--- config.mk ---
export PLATFORM = sky130hd
export DESIGN_NAME = ncl_half_adder
export DESIGN_NICKNAME = d
export VERILOG_FILES = /design/src/rtl/ncl_ha_pkg.sv /design/src/rtl/ncl_th_cell.sv /design/src/rtl/ncl_group_detect.sv /design/src/rtl/ncl_done_reg.sv /design/src/rtl/ncl_half_adder.sv
export SDC_FILE = /design/constraint.sdc
export NUM_CORES = 1
export LEC_CHECK = 0
export CORE_AREA = 2 2 39 41
export CTS_BUF_LIST = sky130_fd_sc_hd__clkbuf_8 sky130_fd_sc_hd__clkbuf_16
export DETAILED_ROUTE_END_ITERATION = 12
export DIE_AREA = 0 0 41 43
export DONT_BUFFER_PORTS = 1
export PLACE_DENSITY_LB_ADDON = 0.08
export SLEW_MARGIN = 20
export SYNTH_ARGS = -nofsm -noshare
export SYNTH_HDL_FRONTEND = slang
export SYNTH_SLANG_ARGS = --single-unit
--- constraint.sdc ---
create_clock -name clk -period 1.2 [get_ports clk]
set_clock_uncertainty 0.15 [all_clocks]
set_input_delay 0.18 -clock clk [delete_from_list [all_inputs] [get_ports clk]]
set_output_delay 0.18 -clock clk [all_outputs]
set_load 0.02 [all_outputs]
--- src/rtl/ncl_ha_pkg.sv ---
package ncl_ha_pkg;
  // wires per encoded bit
  localparam int RAILS = 2;
  // operand groups feeding the adder
  localparam int OPERANDS = 2;
  // one threshold cell per operand combination
  localparam int COMBOS = RAILS ** OPERANDS;
  // result groups: sum and carry
  localparam int RESULTS = 2;

  typedef struct packed {
    logic r1;
    logic r0;
  } pair_t;

  function automatic logic pair_valid(input pair_t p);
    return p.r1 ^ p.r0;
  endfunction

  function automatic logic pair_clash(input pair_t p);
    return p.r1 & p.r0;
  endfunction
endpackage

--- src/rtl/ncl_th_cell.sv ---
module ncl_th_cell #(
  parameter int N_IN = 2
) (
  input  logic            clk,
  input  logic            rst,
  input  logic [N_IN-1:0] ins,
  output logic            q
);
  logic all_hi;
  logic all_lo;

  assign all_hi = &ins;
  assign all_lo = ~(|ins);

  always_ff @(posedge clk) begin
    if (rst)         q <= 1'b0;
    else if (all_hi) q <= 1'b1;
    else if (all_lo) q <= 1'b0;
  end


  th_fire_chk: assert property (@(posedge clk) disable iff (rst)
    (&ins) |=> q);

  th_hold_chk: assert property (@(posedge clk) disable iff (rst)
    (q && (|ins)) |=> q);

  th_clear_chk: assert property (@(posedge clk) disable iff (rst)
    (!(|ins)) |=> !q);

  th_no_early_chk: assert property (@(posedge clk) disable iff (rst)
    (!q && !(&ins)) |=> !q);
endmodule

--- src/rtl/ncl_group_detect.sv ---
module ncl_group_detect
  import ncl_ha_pkg::*;
#(
  parameter int GROUPS = 2
) (
  input  pair_t [GROUPS-1:0] pairs,
  output logic               all_valid,
  output logic               all_null,
  output logic               any_clash
);
  logic [GROUPS-1:0] v;
  logic [GROUPS-1:0] n;
  logic [GROUPS-1:0] c;

  for (genvar k = 0; k < GROUPS; k++) begin : g_grp
    assign v[k] = pair_valid(pairs[k]);
    assign c[k] = pair_clash(pairs[k]);
    assign n[k] = ~(pairs[k].r0 | pairs[k].r1);
  end

  assign all_valid = &v;
  assign all_null  = &n;
  assign any_clash = |c;
endmodule

--- src/rtl/ncl_done_reg.sv ---
module ncl_done_reg (
  input  logic clk,
  input  logic rst,
  input  logic set_i,
  input  logic clr_i,
  output logic q
);
  always_ff @(posedge clk) begin
    if (rst)        q <= 1'b0;
    else if (set_i) q <= 1'b1;
    else if (clr_i) q <= 1'b0;
  end


  done_set_chk: assert property (@(posedge clk) disable iff (rst)
    set_i |=> q);

  done_clr_chk: assert property (@(posedge clk) disable iff (rst)
    (clr_i && !set_i) |=> !q);

  done_hold_chk: assert property (@(posedge clk) disable iff (rst)
    (!set_i && !clr_i) |=> $stable(q));
endmodule

--- src/rtl/ncl_half_adder.sv ---
module ncl_half_adder
  import ncl_ha_pkg::*;
(
  input  logic clk,
  input  logic rst,
  input  logic a_r0,
  input  logic a_r1,
  input  logic b_r0,
  input  logic b_r1,
  output logic sum_r0,
  output logic sum_r1,
  output logic cry_r0,
  output logic cry_r1,
  output logic in_done,
  output logic out_done,
  output logic proto_err
);
  pair_t [OPERANDS-1:0] opnd;
  pair_t [RESULTS-1:0]  rslt;
  logic  [COMBOS-1:0]   gate_q;
  logic in_valid, in_null, in_clash;
  logic out_valid, out_null, out_clash;
  logic err_q;
  logic err_seen;

  assign opnd[0] = '{r1: a_r1, r0: a_r0};
  assign opnd[1] = '{r1: b_r1, r0: b_r0};

  // one threshold cell per operand combination; index bit1 = A value, bit0 = B value
  for (genvar g = 0; g < COMBOS; g++) begin : g_th
    localparam int AV = (g >> 1) & 1;
    localparam int BV = g & 1;
    logic [OPERANDS-1:0] sel;
    assign sel[0] = (AV != 0) ? opnd[0].r1 : opnd[0].r0;
    assign sel[1] = (BV != 0) ? opnd[1].r1 : opnd[1].r0;
    ncl_th_cell #(.N_IN(OPERANDS)) u_th (
      .clk (clk),
      .rst (rst),
      .ins (sel),
      .q   (gate_q[g])
    );
  end

  // OR network: each combination drives the sum wire of a XOR b and the carry wire of a AND b
  always_comb begin
    rslt = '0;
    for (int g = 0; g < COMBOS; g++) begin
      if ((g[1] ^ g[0]) != 1'b0) rslt[0].r1 = rslt[0].r1 | gate_q[g];
      else                       rslt[0].r0 = rslt[0].r0 | gate_q[g];
      if ((g[1] & g[0]) != 1'b0) rslt[1].r1 = rslt[1].r1 | gate_q[g];
      else                       rslt[1].r0 = rslt[1].r0 | gate_q[g];
    end
  end

  ncl_group_detect #(.GROUPS(OPERANDS)) u_in_det (
    .pairs     (opnd),
    .all_valid (in_valid),
    .all_null  (in_null),
    .any_clash (in_clash)
  );

  ncl_group_detect #(.GROUPS(RESULTS)) u_out_det (
    .pairs     (rslt),
    .all_valid (out_valid),
    .all_null  (out_null),
    .any_clash (out_clash)
  );

  ncl_done_reg u_in_done (
    .clk   (clk),
    .rst   (rst),
    .set_i (in_valid),
    .clr_i (in_null),
    .q     (in_done)
  );

  ncl_done_reg u_out_done (
    .clk   (clk),
    .rst   (rst),
    .set_i (out_valid),
    .clr_i (out_null),
    .q     (out_done)
  );

  always_ff @(posedge clk) begin
    if (rst) err_q <= 1'b0;
    else     err_q <= in_clash;
  end

  // checker-only history: illegal operands void the exclusivity guarantees
  always_ff @(posedge clk) begin
    if (rst)           err_seen <= 1'b0;
    else if (in_clash) err_seen <= 1'b1;
  end

  assign sum_r0    = rslt[0].r0;
  assign sum_r1    = rslt[0].r1;
  assign cry_r0    = rslt[1].r0;
  assign cry_r1    = rslt[1].r1;
  assign proto_err = err_q;


  one_gate_chk: assert property (@(posedge clk) disable iff (rst || err_seen || in_clash)
    $onehot0(gate_q));

  out_excl_chk: assert property (@(posedge clk) disable iff (rst || err_seen || in_clash)
    !out_clash);

  out_from_input_chk: assert property (@(posedge clk) disable iff (rst || err_seen || in_clash)
    (!out_null && !$past(out_null)) |-> $past(!in_null));

  err_track_chk: assert property (@(posedge clk) disable iff (rst)
    in_clash |=> proto_err);
endmodule

==> summary.txt <==
Critical path
  • Worst path required time: 0.87 ns
  • CP delay by family, top: simple AND/OR/NAND/NOR gates
  • CP arrival: 1.06 ns
  • Setup crit start kind: flop
  • Critical-path cell list: or3_4 > buf_6
  • Slowest-stage cell, CP: or3_4
  • Worst stage delay on the critical path: 0.39 ns
  • Crit path kind: reg2out
  • WP buf/inv: 1
  • Crit path capture type: output port
  • Worst-path maximum fanout: 2

Outcome
  • Failing checks: setup timing
  • Outcome: finished, violations left

Finish
  • Finished Layout Cells: 74
  • FF+latch area: 144 sq um
  • Final Net Count: 75
  • Final Util: 43.7%
  • Ratio of cells with drive above 1 in the final layout: 43.1%
  • ANT cells: 0
  • Area Growth Syn to Fin: 45.9%
  • Multi-input logic area: 274 sq um
  • Fillers: 131

CTS
  • CTS Root Cell: clkbuf_8
  • TritonCTS Buffers: 3
  • Post-CTS Setup Bufs: 0
  • Clock slew at reported path FFs: 0.04 ns
  • CTS sink count: 7
  • CTS tree: yes
  • Clk buf depth: 2
  • Clk_lat worst skew: 0.22 ns
  • Number of H-tree levels: 1

Yosys
  • Gate Count Post-Synth: 44
  • Post-synth net total: 60
  • EDFF count, synth: 0
  • YS warnings: 0
  • Post-synth ARST share: 0%
  • Top-count cell post-synth: ha_1
  • Largest area contributor in the netlist: dfxtp_1
  • Netlist Area Pre-Place: 414 sq um
  • Synth top area cells: dfxtp_1 (34%), ha_1 (30%), mux2i_1 (9.7%), nor2_1 (7.3%), inv_1 (6.3%)
  • Commonest cells post-synth: ha_1 (10), nor2_1 (8), dfxtp_1 (7), inv_1 (7), mux2i_1 (4)
  • Synthesized flop and latch total: 7
  • Seq/Total Area, Yosys: 33.8%
  • Ys flop type: dfxtp_1
  • Average size of a mapped cell: 9.41 sq um
  • Yosys top cell area share: 33.8%
  • Synth cell types: 10

Timing
  • RSZ-0062 raised after global routing: yes
  • Final setup violation count: 3
  • Worst Tran Pin Value: 0.270 ns
  • Fin. Hold Viols: 0
  • Post-route minimum period: 1.39 ns
  • Fmax achieved: 720 MHz
  • Pins Over Slew Limit: 0
  • Slew margin rel.: 82.0%
  • Crit share post-route: 116%
  • Hold slack: 0.0665 ns
  • Worst Slack Setup Final: -0.189 ns

Placement
  • # port buffers: 0
  • Detailed placement HPWL: 618 um
  • Placed Instances: 69
  • GPL Wtd Cong: 0.677

Power and ir drop
  • Sw Pwr: 187 uW
  • Post-layout power: 746 uW
  • Power per cell area: 1230 nW/um^2
  • Max IR drop VDD: 620 uV
  • Reg power frac: 34.9%
  • Clock share of power: 42.1%
  • Pint: 559 uW
  • Fraction of power spent switching nets: 25.1%
  • Part of the power in combinational logic: 23.0%
  • Leak pwr: 0.000314 uW

Floorplan
  • Io pins: 13
  • Die ar.: 1760 sq um
  • Core area: 1380 sq um
  • Initial cell density of the core: 29.9%
  • Rows: 14
  • Die W: 41 um
  • Die Y: 43 um

GRT
  • Total grt overflow: 0
  • Number of global-route vias before repair: 308
  • First-pass GRT wire length: 1240 um
  • GR Util All Layers: 11.1%
  • Initial antenna violation count: 0
  • Pin count of the biggest net entering global routing: 8

Drt
  • Final antenna-violating net count: 0
  • Total routed wirelength: 780 um
  • Mean routed wirelength per cell: 10.5 um
  • Router iterations before antenna repair: 1
  • Iter 0 DRT Violations: 0
  • Vias/cell: 4.23
  • Via count: 313
  • Drt drc: 0

Run
  • Max cap viols: 0

Min path
  • Worst min-delay path class: in2reg
[flip-flops by register name, indices dropped and copies added (netlist names)]
register,count
proto_err,1
u_out_done.q,1
g_th.u_th.q,4
u_in_done.q,1
[layer usage]
metal  up-vias  GRT usage (%)  part of all wire, %
met5         -              0                    0
met3         2           4.71                  7.1
met1       133           10.7                   38
met2         8           17.5                   54
li1        170              -                    -
met4         0           8.00                 0.77
[what timing repair did]
item | 4_1_cts | 5_1_grt
endpoints found under the hold margin | 7 | 0
hold buffers | 1 | 0
pin swaps | 1 | 3
setup endpoints to repair | 4 | 4
resized for setup | 12 | 1
[logic make-up after synthesis]
logic type / Yosys count / share of synthesized area, %
AND/OR/NAND/NOR: 11 / 11.8
adder cells (fa/ha/maj): 10 / 30.2
buffers and inverters: 8 / 7.25
flip-flops: 7 / 33.8
AO/OA/AOI/OAI: 4 / 7.25
multiplexers: 4 / 9.67
[placed cells by master (no fill, tap or decap)]
| cell type | instances |
|---|---|
| buf_6 | 3 |
| ha_4 | 1 |
| buf_4 | 6 |
| nand2_1 | 1 |
| inv_2 | 2 |
| dlygate4sd3_1 | 1 |
| nand2_2 | 1 |
| ha_1 | 9 |
| dfxtp_1 | 4 |
| dfxtp_2 | 3 |
| inv_1 | 6 |
| nor2_1 | 6 |
| a21bo_2 | 2 |
| or3_4 | 1 |
| mux2i_1 | 4 |
| inv_4 | 1 |
| clkbuf_8 | 3 |
| a21oi_1 | 2 |
| nor2_4 | 2 |
[cell type report]
| type | count | area share, % |
|---|---|---|
| flip-flops and latches | 7 | 23.8 |
| inverters | 8 | 5.38 |
| clock inverters | 1 | 0.621 |
| clock buffers | 3 | 6.83 |
| repair buffers | 10 | 14.7 |
| well taps | 16 | 3.31 |
| multi-input cells | 29 | 45.3 |
[power groups by stage]
stage / clock network (uW) / registers (uW) / logic [uW]
2_1_floorplan: 0 / 272 / 89.5
3_3_place_gp: 0 / 262 / 141
3_5_place_dp: 0 / 262 / 146
4_1_cts: 325 / 260 / 169
5_1_grt: 342 / 262 / 192
6_report: 314 / 260 / 172
[worst register-to-register path, delay by kind of cell (launching register included)]
family          cells  cell delay (ns)
simple gates        2             0.43
flops               1             0.31
fa+ha+maj           1             0.19
buf+inv             1             0.07
compound gates      1             0.05
[stage by stage]
stage               worst slack, ns  cell area (sq um)  setup TNS, ns
floorplan                    -0.149                428         -0.149
global placement            -0.0938                515        -0.0938
detailed placement           -0.113                515         -0.113
CTS                          -0.197                602         -0.355
global route                 -0.215                604         -0.442
finish                       -0.189                604         -0.318
[worst paths after layout]
kind / endpoint / cells past startpoint / slack, ns / startpoint
setup / recovery: cry_r0 / 2 / -0.19 / g_th[2].u_th.q
hold / removal: proto_err / 3 / 0.07 / a_r1
setup reg to reg: u_out_done.q / 5 / -0.12 / g_th[2].u_th.q
hold reg to reg: u_out_done.q / 2 / 0.42 / u_out_done.q
No activity file was read; power rests on OpenSTA's default activity.
